--- config.mk ---
export PLATFORM = sky130hd
export DESIGN_NAME = spline_cubic_shift
export DESIGN_NICKNAME = d
export VERILOG_FILES = /design/src/rtl/spline_pkg.sv /design/src/rtl/coef_unpack.sv /design/src/rtl/rate_divider.sv /design/src/rtl/diff_engine.sv /design/src/rtl/spline_cubic_shift.sv
export SDC_FILE = /design/constraint.sdc
export NUM_CORES = 1
export LEC_CHECK = 0
export ABC_AREA = 1
export BUFFER_PORTS_ARGS = -buffer_cell sky130_fd_sc_hd__buf_2
export CAP_MARGIN = 15
export CORE_MARGIN = 8
export CORE_UTILIZATION = 25
export CTS_CLUSTER_DIAMETER = 150
export CTS_CLUSTER_SIZE = 30
export DETAILED_ROUTE_END_ITERATION = 10
export PLACE_DENSITY = 0.49
export SYNTH_ARGS = -nofsm -noshare
export SYNTH_HDL_FRONTEND = slang
export SYNTH_SLANG_ARGS = --single-unit
--- constraint.sdc ---
create_clock -name clk -period 4.8 [get_ports clk]
set_clock_uncertainty 0.15 [all_clocks]
set_input_delay 0.24 -clock clk [delete_from_list [all_inputs] [get_ports clk]]
set_output_delay 0.24 -clock clk [all_outputs]
set_load 0.005 [all_outputs]
--- src/rtl/spline_pkg.sv ---
`timescale 1ns/1ps
// Shared widths and the decoded coefficient record for the cubic spline block.
// Assumes 16-bit line words and a nine-word maximum line.
package spline_pkg;
    localparam int WORD_W   = 16;
    localparam int N_WORDS  = 9;
    localparam int LEN_W    = $clog2(N_WORDS + 1);
    localparam int SAMPLE_W = 16;
    localparam int ACC0_W   = 32;
    localparam int ACC1_W   = 32;
    localparam int ACC2_W   = 48;
    localparam int ACC3_W   = 48;
    localparam int LINE_W   = N_WORDS * WORD_W;

    typedef struct packed {
        logic [ACC3_W-1:0] jerk;
        logic [ACC2_W-1:0] curv;
        logic [ACC1_W-1:0] slope;
        logic [WORD_W-1:0] pos;
    } coef_t;
endpackage

--- src/rtl/coef_unpack.sv ---
`timescale 1ns/1ps
// Zero-pads a coefficient line past its length and splits it into the four
// difference terms, least significant word first. Purely combinational.
module coef_unpack
    import spline_pkg::*;
(
    input  logic [LINE_W-1:0] words_i,
    input  logic [LEN_W-1:0]  len_i,
    output coef_t             coef_o
);
    localparam int SLOPE_LO = WORD_W;
    localparam int CURV_LO  = SLOPE_LO + ACC1_W;
    localparam int JERK_LO  = CURV_LO + ACC2_W;

    logic [LINE_W-1:0] padded;

    // Replace each word at or beyond the line length with zero.
    for (genvar i = 0; i < N_WORDS; i++) begin : g_pad
        assign padded[i*WORD_W +: WORD_W] =
            (LEN_W'(i) < len_i) ? words_i[i*WORD_W +: WORD_W] : '0;
    end

    // Slice the padded line into the difference terms.
    always_comb begin
        coef_o.pos   = padded[0 +: WORD_W];
        coef_o.slope = padded[SLOPE_LO +: ACC1_W];
        coef_o.curv  = padded[CURV_LO +: ACC2_W];
        coef_o.jerk  = padded[JERK_LO +: ACC3_W];
    end
endmodule

--- src/rtl/rate_divider.sv ---
`timescale 1ns/1ps
// Issues one step pulse every 2^shift un-held cycles. The exponent is
// captured at load, and a load restarts the count. Assumes load wins over hold.
module rate_divider #(
    parameter int SHIFT_W = 4
) (
    input  logic               clk,
    input  logic               rst_n,
    input  logic               load_i,
    input  logic [SHIFT_W-1:0] shift_i,
    input  logic               hold_i,
    output logic               step_o
);
    localparam int CNT_W = (1 << SHIFT_W) - 1;

    logic [SHIFT_W-1:0] shift_q;
    logic [CNT_W-1:0]   cnt_q;
    logic [CNT_W-1:0]   limit;

    // Terminal count for the captured exponent: 2^shift - 1.
    assign limit  = ~({CNT_W{1'b1}} << shift_q);
    assign step_o = !load_i && !hold_i && (cnt_q == limit);

    // Capture the exponent on load and count un-held cycles.
    always_ff @(posedge clk) begin
        if (!rst_n) begin
            shift_q <= '0;
            cnt_q   <= '0;
        end else if (load_i) begin
            shift_q <= shift_i;
            cnt_q   <= '0;
        end else if (!hold_i) begin
            cnt_q <= (cnt_q == limit) ? '0 : cnt_q + 1'b1;
        end
    end
endmodule

--- src/rtl/diff_engine.sv ---
`timescale 1ns/1ps
// Forward-difference accumulator chain. A load replaces every order. A step
// adds each order into the one below, using values from before the step.
// Every sum wraps.
module diff_engine
    import spline_pkg::*;
(
    input  logic                clk,
    input  logic                rst_n,
    input  logic                load_i,
    input  coef_t               coef_i,
    input  logic                step_i,
    output logic [SAMPLE_W-1:0] sample_o
);
    localparam int FRAC0 = ACC0_W - SAMPLE_W;

    logic [ACC0_W-1:0] q0;
    logic [ACC1_W-1:0] q1;
    logic [ACC2_W-1:0] q2;
    logic [ACC3_W-1:0] q3;

    // Load the segment or advance it by one step.
    always_ff @(posedge clk) begin
        if (!rst_n) begin
            q0 <= '0;
            q1 <= '0;
            q2 <= '0;
            q3 <= '0;
        end else if (load_i) begin
            q0 <= {coef_i.pos, {FRAC0{1'b0}}};
            q1 <= coef_i.slope;
            q2 <= coef_i.curv;
            q3 <= coef_i.jerk;
        end else if (step_i) begin
            q0 <= q0 + q1;
            q1 <= q1 + q2[ACC2_W-1 -: ACC1_W];
            q2 <= q2 + q3;
        end
    end

    // The output is the integer part of the order-0 accumulator.
    assign sample_o = q0[ACC0_W-1 -: SAMPLE_W];
endmodule

--- src/rtl/spline_cubic_shift.sv ---
`timescale 1ns/1ps
// Cubic spline interpolator. It unpacks a line, paces steps by 2^shift and
// drives one sample per clock. Assumes the upstream fetch asserts hold while
// the next line is not ready.
module spline_cubic_shift
    import spline_pkg::*;
#(
    parameter int SHIFT_W = 4
) (
    input  logic                clk,
    input  logic                rst_n,
    input  logic                load_i,
    input  logic [LEN_W-1:0]    len_i,
    input  logic [LINE_W-1:0]   words_i,
    input  logic [SHIFT_W-1:0]  shift_i,
    input  logic                hold_i,
    output logic [SAMPLE_W-1:0] sample_o
);
    coef_t coef;
    logic  step;

    coef_unpack u_unpack (
        .words_i (words_i),
        .len_i   (len_i),
        .coef_o  (coef)
    );

    rate_divider #(.SHIFT_W(SHIFT_W)) u_div (
        .clk     (clk),
        .rst_n   (rst_n),
        .load_i  (load_i),
        .shift_i (shift_i),
        .hold_i  (hold_i),
        .step_o  (step)
    );

    diff_engine u_eng (
        .clk      (clk),
        .rst_n    (rst_n),
        .load_i   (load_i),
        .coef_i   (coef),
        .step_i   (step),
        .sample_o (sample_o)
    );
endmodule

After elaboration in Yosys (flattened, before gate mapping)
Index checks and enable logic that the tools add are counted.

operators by class
  divide/modulo/power cells = 0
  reductions and logical operators = 6
  bitwise logic cells = 2
  eq/ne operators = 1
  mux-type cells = 16
  $add $sub $neg = 4
  order comparisons = 9
  shift-type cells = 1
  multiply operators = 0

operators with widths
  cell                                                                          count
  16-bit 2-to-1 mux                                                             9
  32-bit 2-to-1 mux                                                             4
  48-bit 2-to-1 mux                                                             2
  32-bit adder                                                                  2
  48-bit adder                                                                  1
  3-bit by 4-bit less-than comparator with 1-bit output (first input constant)  4
  15-bit by 1-bit adder with 15-bit output (second input constant)              1
  15-bit == test                                                                1
  15-bit 2-to-1 mux                                                             1
  15-bit NOT                                                                    1
  15-bit by 4-bit left shift with 15-bit output (first input constant)          1
  1-bit by 4-bit less-than comparator with 1-bit output (first input constant)  2
  2-bit by 4-bit less-than comparator with 1-bit output (first input constant)  2
  4-bit less-than comparator (first input constant)                             1
  1-bit logical AND                                                             2
  1-bit logical NOT                                                             2
  2-bit nonzero test                                                            1
  2-bit OR reduction                                                            1
  1-bit NOT                                                                     1

word-level totals
  output and inout port bits = 16
  bits in writable memories = 0
  register bits = 179
  ROM bits = 0
  latch bits = 0
  memories kept = 0
  logic and storage cells = 46
  bits of input ports = 156

Depth between registers and ports, before layout
Gate-level depths: netlist (run 1).

  word-level depth = 6
  depth in mapped cells = 17
  depth with buffers taken out = 17

Modules after synthesis
A second synthesis (run 1) with hierarchy kept.

unflattened totals
  cells, all modules = 2,959
  area total of the unflattened synthesis = 17,013.8 um^2

modules (own cells, without submodules)
  module        instances  area an instance (um^2)  sequential area each (um^2)  cells an instance
  diff_engine   1          14,327.5                 3,203.1                      2,426
  rate_divider  1          1,427.6                  380.4                        217
  coef_unpack   1          1,258.7                  0.0                          316

Worst setup path after synthesis (run 1)
Ideal clock, no wire load.

  path type = flip-flop to flip-flop
  start = register u_eng.q2[16]
  end = register u_eng.q1[28]
  clock period less this slack = 2,172 ps
  library setup time = 117 ps
  cell stages (with the launch flop) = 16
  required time = 4,533 ps
  slack = 2,628 ps
  arrival time = 1,905 ps
  path buffers = 0
  cell sequence = dfxtp_1 ha_1 inv_1 fa_1 inv_1 nand3_1 nand3_1 nand2_1 nand2_1 nand2_1 nand2_1 nand2_1 a21oi_1 nor2_1 nor2_1 nor2_1

between the ends
  word-level cells in the longest chain between the ends = 3

RTL lines
  element                   RTL line           text
  start: declaration        diff_engine.sv:19  logic [ACC2_W-1:0] q2;
  start signal: assignment  diff_engine.sv:32  q2 <= coef_i.curv;
  start signal: assignment  diff_engine.sv:37  q2 <= q2 + q3;
  32-bit adder              diff_engine.sv:36  q1 <= q1 + q2[ACC2_W-1 -: ACC1_W];
  32-bit 2-to-1 mux         diff_engine.sv:34  end else if (step_i) begin
  32-bit 2-to-1 mux         diff_engine.sv:29  end else if (load_i) begin
  end signal: assignment    diff_engine.sv:31  q1 <= coef_i.slope;
  end signal: assignment    diff_engine.sv:36
  end: declaration          diff_engine.sv:18  logic [ACC1_W-1:0] q1;

Every way passes these cells. The select of a mux whose other input is x is not followed.
A chain may end at the register's enable or synchronous reset.

Worst setup path in the final report (run 1)
  start = register u_div.shift_q[3]
  end = register u_eng.q2[6]

between the ends
  word-level cells in the longest chain between the ends = 5

RTL lines
  element                                        RTL line            text
  start: declaration                             rate_divider.sv:16  logic [SHIFT_W-1:0] shift_q;
  start signal: assignment                       rate_divider.sv:30  shift_q <= shift_i;
  15-bit by 4-bit left shift with 15-bit output  rate_divider.sv:21  assign limit = ~({CNT_W{1'b1}} << shift_q);
  15-bit NOT                                     rate_divider.sv:21
  15-bit == test                                 rate_divider.sv:22  assign step_o = !load_i && !hold_i && (cnt_q == limit);
  1-bit logical AND                              rate_divider.sv:22
  2-bit nonzero test (no line)                   n/a

Every way passes these cells.

==> flow_summary.json, run 1 <==
{
  "rows": 95,
  "drive_gt1_share_pct": 7.37,
  "hp-class": "input pin to flip-flop",
  "dr.pass1.iters": 6,
  "post-cts-setup-buffer-count": 0,
  "yosysSeqAreaShare_pct": 21.4,
  "r2r_slack_ns": 0.92,
  "setup_viol": 0,
  "p_leak_uw": 0.0107,
  "cts_buffers": 17,
  "antenna_found_initial": 0,
  "finalWeightedCongestion": 0.918,
  "clk_latency_ns": 0.49,
  "cp.required_ns": 4.99,
  "finalNetCount": 3501,
  "finalHoldViolations": 0,
  "routed_wirelength_um": 67100,
  "die_w_um": 275,
  "tightest_slew_ns": 0.893,
  "cts.path.max_buffers": 2,
  "ir_drop_v": 0.000254,
  "first_global_vias": 17732,
  "ys_async_sr_fraction_pct": 0,
  "die-area_mm2": 0.0754,
  "dpl_cell_area_mm2": 0.0182,
  "setup_tns_ns": 0,
  "cts_tree": "built",
  "fin_area_mm2": 0.0202,
  "fin_crit_ns": 3.88,
  "maxSlewViolCount": 0,
  "cap_violations": 0,
  "routed_via_density": 4.59,
  "rsz0062_at_grt": "false",
  "syn_area_mm2": 0.0167,
  "ys_warn_count": 0,
  "clk_pin_slew_ns": 0.08,
  "critPathCaptureType": "flip-flop",
  "cts_sinks": 179,
  "syn_inst": 2986,
  "vias": 18910,
  "cp_max_fo": 50,
  "synth-seq-cells": 179,
  "start_util_pct": 25.1,
  "overflow": 0,
  "grt_max_degree": 85,
  "dpl.hpwl_um": 54800,
  "area_delta_synth_final_pct": 20.9,
  "io_pins": 172,
  "post_cts_resized": 0,
  "synth_edf_count": 0,
  "post-route-period-util_pct": 80.9,
  "arrival_ns": 4.08,
  "grt_usage_pct": 17.5,
  "fp.coreArea_mm2": 0.0667,
  "synth_flop_cell": "dfxtp_1",
  "die_height_um": 275,
  "portBuffers": 171,
  "start_kind": "flip-flop",
  "run_status": "finished clean",
  "slew_headroom_pct": 40.5,
  "hold_buffers": 136,
  "cts-root-buf": "clkbuf_16",
  "grt_pass1_wl_um": 102000,
  "drcViolationCount": 0,
  "wire_per_inst_um": 16.3,
  "ant_nets": 0,
  "drtIter0Drc": 1518,
  "synth_cell_types": 39,
  "syn-num-nets": 3255,
  "powerDensity_mw_per_mm2": 215,
  "htreeDepth": 4,
  "syn_area_per_cell_um2": 5.60,
  "crit_type": "flip-flop to flip-flop",
  "power_uw": 4340,
  "clock.fmax_ghz": 0.257
}
[power by group]
part           switching [uW]  total (uW)  internal [uW]  leakage, uW
Sequential                119        1690           1570      0.00147
Clock                     793        1540            751     0.000292
Combinational             681        1110            434      0.00893
[synthesized netlist by cell type, types with 6 or more instances]
master    count  area share, %
buf_2         7           0.21
xnor2_1      10           0.52
a21oi_1     195            5.8
o21bai_1     13           0.58
nand2_1    1085             24
xor2_1       27            1.4
buf_6        13           0.88
nor3_1       18           0.54
o21ai_0     112            3.4
nand4_1      27            1.0
dfxtp_1     179             21
or2_2        11           0.41
buf_1         8           0.18
o21ai_1      10           0.30
buf_4        20           0.90
nand3_1     171            5.1
inv_2         6           0.13
nand3b_1     31            1.4
ha_1        110            8.2
clkbuf_1     41           0.92
inv_1       425            9.5
a32o_1       33            2.0
nor2_1      401            9.0
[stage by stage]
stage / std cells / hold slack (ns) / utilization [%] / worst slack, ns
2_1_floorplan: 2986 / 0.228 / - / 2.63
3_3_place_gp: 3950 / 0.304 / 27.4 / 0.986
3_5_place_dp: 3950 / 0.311 / 27.4 / 0.930
4_1_cts: 4118 / 0.000527 / 30.3 / 0.931
5_1_grt: 4118 / 0.0307 / 30.3 / 0.558
6_report: 4121 / 0.0165 / 30.3 / 0.916
[cell type report]
cell class	instances	area, um2
Timing Repair Buffer	317	2310
Fill cell	7579	46500
Sequential cell	179	3580
Clock inverter	15	180
Clock buffer	17	425
Tap cell	873	1090
Antenna cell	3	7.51
Multi-Input combinational cell	2286	11000
Inverter	431	1620
[path summary, 6_finish.rpt]
path | startpoint | endpoint | cells after the start
max | u_div.shift_q[3]$_SDFFE_PN0P_ | u_eng.q2[6]$_SDFFE_PN0P_ | 11
min | words_i[90] | u_eng.q2[42]$_SDFFE_PN0P_ | 5
max reg2reg | u_div.shift_q[3]$_SDFFE_PN0P_ | u_eng.q2[6]$_SDFFE_PN0P_ | 11
min reg2reg | u_eng.q0[0]$_SDFFE_PP0P_ | u_eng.q0[0]$_SDFFE_PP0P_ | 2
[state kept, by name (all words and copies together), names as in the netlist]
| signal | count |
|---|---|
| u_eng.q3 | 48 |
| u_eng.q0 | 32 |
| u_div.shift_q | 4 |
| u_eng.q1 | 32 |
| u_div.cnt_q | 15 |
| u_eng.q2 | 48 |
[per-layer routing]
layer	global-route usage (%)	up-vias	wire length [um]
met2	27.2	462	28500
met3	2.98	52	4140
met4	4.43	0	1310
li1	-	9890	-
met1	24.9	8506	33200
met5	0	-	0
[kinds of logic after synthesis]
| logic type | after synthesis | synth area share (%) |
|---|---|---|
| XOR/XNOR | 37 | 1.94 |
| AO/OA/AOI/OAI | 373 | 12.5 |
| buffers and inverters | 521 | 12.8 |
| AND/OR/NAND/NOR | 1763 | 42.7 |
| flip-flops | 179 | 21.4 |
| adder cells (fa/ha/maj) | 113 | 8.59 |
[layout by cell type (no fill, tap or decap), types with 5 or more instances in the layout]
cell type	n
a21oi_1	195
a32o_1	33
buf_2	170
buf_4	10
clkbuf_16	17
dfxtp_1	179
dlygate4sd3_1	136
ha_1	110
inv_1	424
inv_2	6
inv_8	6
nand2_1	1085
nand3_1	171
nand3b_1	31
nand4_1	27
nor2_1	400
nor3_1	18
nor3b_1	5
nor4_1	5
o21ai_0	111
o21ai_1	11
o21bai_1	13
or2_2	11
xnor2_1	10
xor2_1	27
[worst max-delay path, cell delays in order (launching register included)]
cell and delay [ns]:
dfxtp_1 0.68, inv_2 0.19, o21ai_0 0.20, nand2_1 0.07
nor2_1 0.15, nand2_1 0.08, nor2_1 0.14, nand3_2 0.58
nand2_4 0.74, inv_2 0.46, nand2_1 0.16, a21oi_1 0.07
Note: power is estimated with default switching activity, not from simulation.
==> run 2: changes to the inputs <==
Clock period 4.8 ns to 3.9 ns, I/O delays scaled along.
==> run 2 against run 1 <==
  * Wire length grew 0.75%
  * Largest cell class unchanged
  * Flip-flop and latch count unchanged
  * Critical path depth rose by 1
  * Clock power is 23% higher
  * Sequential share of layout area is 0.15 points lower
  * Cell count up 0.34%
  * First-iteration DRC count down 0.79%
  * Non-clock buffer count rose by 16
  * Critical endpoint is now u_eng.q2[9]$_SDFFE_PN0P_
==> flow_summary.json, run 2 (synthesis results as in run 1) <==
{
  "hold_start": "rst_n",
  "fin_crit_ns": 2.98,
  "nFillCells": 7563,
  "cp_max_fo": 33,
  "critPathCaptureType": "flip-flop",
  "htreeDepth": 4,
  "grt_usage_pct": 17.6,
  "post_cts_resized": 0,
  "post-route-period-util_pct": 76.4,
  "area_delta_synth_final_pct": 22.0,
  "clk_pin_slew_ns": 0.08,
  "finalHoldViolations": 0,
  "routed_wirelength_um": 67600,
  "fp.coreArea_mm2": 0.0667,
  "p_leak_uw": 0.0108,
  "die-area_mm2": 0.0754,
  "run_status": "finished clean",
  "setup_tns_ns": 0,
  "dr.pass1.iters": 6,
  "clock.fmax_ghz": 0.336,
  "r2r-start": "u_div.shift_q[3]$_SDFFE_PN0P_",
  "dpl.hpwl_um": 55200,
  "hp-class": "input pin to flip-flop",
  "finalWeightedCongestion": 0.942,
  "cp_slowest_cell": "dfxtp_1",
  "wire_per_inst_um": 16.3,
  "top_regs": "u_eng.q2 (48), u_eng.q3 (48)",
  "whs_ns": 0.0363,
  "wl_met3_um": 4120,
  "hold_buffers": 151,
  "cp.depth": 12,
  "start_util_pct": 25.1,
  "crit_type": "flip-flop to flip-flop",
  "crit_buf_inv": 2,
  "cts-root-buf": "clkbuf_16",
  "grt_pass1_wl_um": 102000,
  "final_cell_mix": "nand2_1 (1085), inv_1 (424), nor2_1 (400)",
  "cts.path.max_buffers": 2,
  "crit_chain": "inv_2, o21ai_0, nand2_1, nor2_1, nand2_1, nor2_1, nand3_2, nand2_4, nand3_1, nand2_1, dlygate4sd3_1, nor2_1",
  "ir_drop_v": 0.000328,
  "cp_top_family": "simple AND/OR/NAND/NOR gates",
  "vias": 18903,
  "maxSlewViolCount": 0,
  "slew_headroom_pct": 40.0,
  "cap_violations": 0,
  "ant_nets": 0,
  "tightest_slew_ns": 0.899,
  "start_kind": "flip-flop",
  "final_common_cell": "nand2_1",
  "die_w_um": 275,
  "clk_latency_ns": 0.49,
  "drive_gt1_share_pct": 7.36,
  "finalNetCount": 3517,
  "arrival_ns": 3.22,
  "post-cts-setup-buffer-count": 0,
  "cp.required_ns": 4.14,
  "route.met2.wl_um": 29200,
  "rsz0062_at_grt": "false",
  "powerDensity_mw_per_mm2": 264,
  "antenna_found_initial": 2,
  "setup_viol": 0,
  "worstHoldPathCells": 3,
  "die_height_um": 275,
  "critPathLaunch": "u_div.shift_q[3]$_SDFFE_PN0P_",
  "portBuffers": 171,
  "overflow": 0,
  "cts_sinks": 179,
  "cts_buffers": 17,
  "cts_tree": "built",
  "drtIter0Drc": 1506,
  "io_pins": 172,
  "cp_slowest_stage_delay_ns": 0.67,
  "grt_max_degree": 85,
  "top_layer": "met5",
  "routedLengthMet1_um": 33200,
  "routed_via_density": 4.57,
  "first_global_vias": 17575,
  "rows": 95,
  "worst_r2r_path_depth": 12,
  "drcViolationCount": 0
}
-- run 2: changes by cell type in the layout (fill, tap and decap cells not counted) --
| cell | change |
|---|---|
| clkbuf_8 | +2 |
| clkinv_8 | -1 |
| diode_2 | -2 |
| clkinv_2 | +1 |
| inv_8 | -4 |
| clkinv_4 | +2 |
| buf_12 | +1 |
| clkinvlp_4 | -2 |
| bufinv_16 | +1 |
| inv_6 | +1 |
| dlygate4sd3_1 | +15 |
-- run 2: final timing paths --
path         slack (ns)                        to
min reg2reg        0.32  u_eng.q2[7]$_SDFFE_PN0P_
max reg2reg        0.92  u_eng.q2[9]$_SDFFE_PN0P_
max                0.92  u_eng.q2[9]$_SDFFE_PN0P_
min                0.04  u_eng.q2[2]$_SDFFE_PN0P_
-- run 2: layer usage --
metal | GRT usage [%] | vias to the layer above
met5 | 0 | -
met1 | 25.0 | 8443
met2 | 27.6 | 489
met4 | 3.82 | 2
met3 | 3.08 | 58
li1 | - | 9911
-- run 2: metrics by stage --
step / power [uW] / util (%) / worst slack (ns) / instances / cell area (um2)
after global routing: 5680 / 30.6 / 0.670 / 4134 / 20400
after floorplan: 2920 / - / 1.73 / 2986 / 16700
after CTS: 5430 / 30.6 / 0.939 / 4134 / 20400
final: 5380 / 30.6 / 0.920 / 4135 / 20400
after global placement: 3400 / 27.4 / 1.05 / 3951 / 18300
after detailed placement: 3390 / 27.4 / 1.03 / 3951 / 18300
-- run 2: report_power, final --
group,leakage [uW],internal (uW),total (uW),switching [uW]
clock,0.000306,1000,1900,899
combinational,0.00900,547,1400,857
sequential,0.00147,1930,2080,148
-- run 2: cell type report --
| class | instances | area [um2] | share of cell area (%) |
|---|---|---|---|
| well taps | 873 | 1090 | 5.35 |
| clock buffers | 19 | 453 | 2.22 |
| clock inverters | 13 | 165 | 0.810 |
| inverters | 431 | 1620 | 7.94 |
| diodes | 1 | 2.50 | 0.0123 |
| multi-input cells | 2286 | 11000 | 54.0 |
| repair buffers | 333 | 2480 | 12.1 |
| flip-flops and latches | 179 | 3580 | 17.6 |
-- run 2: worst min-delay path: cells and delay by family --
kind	cells	cell delay, ns
compound gates	1	0.13
simple gates	1	0.05
buf+inv	1	0.24
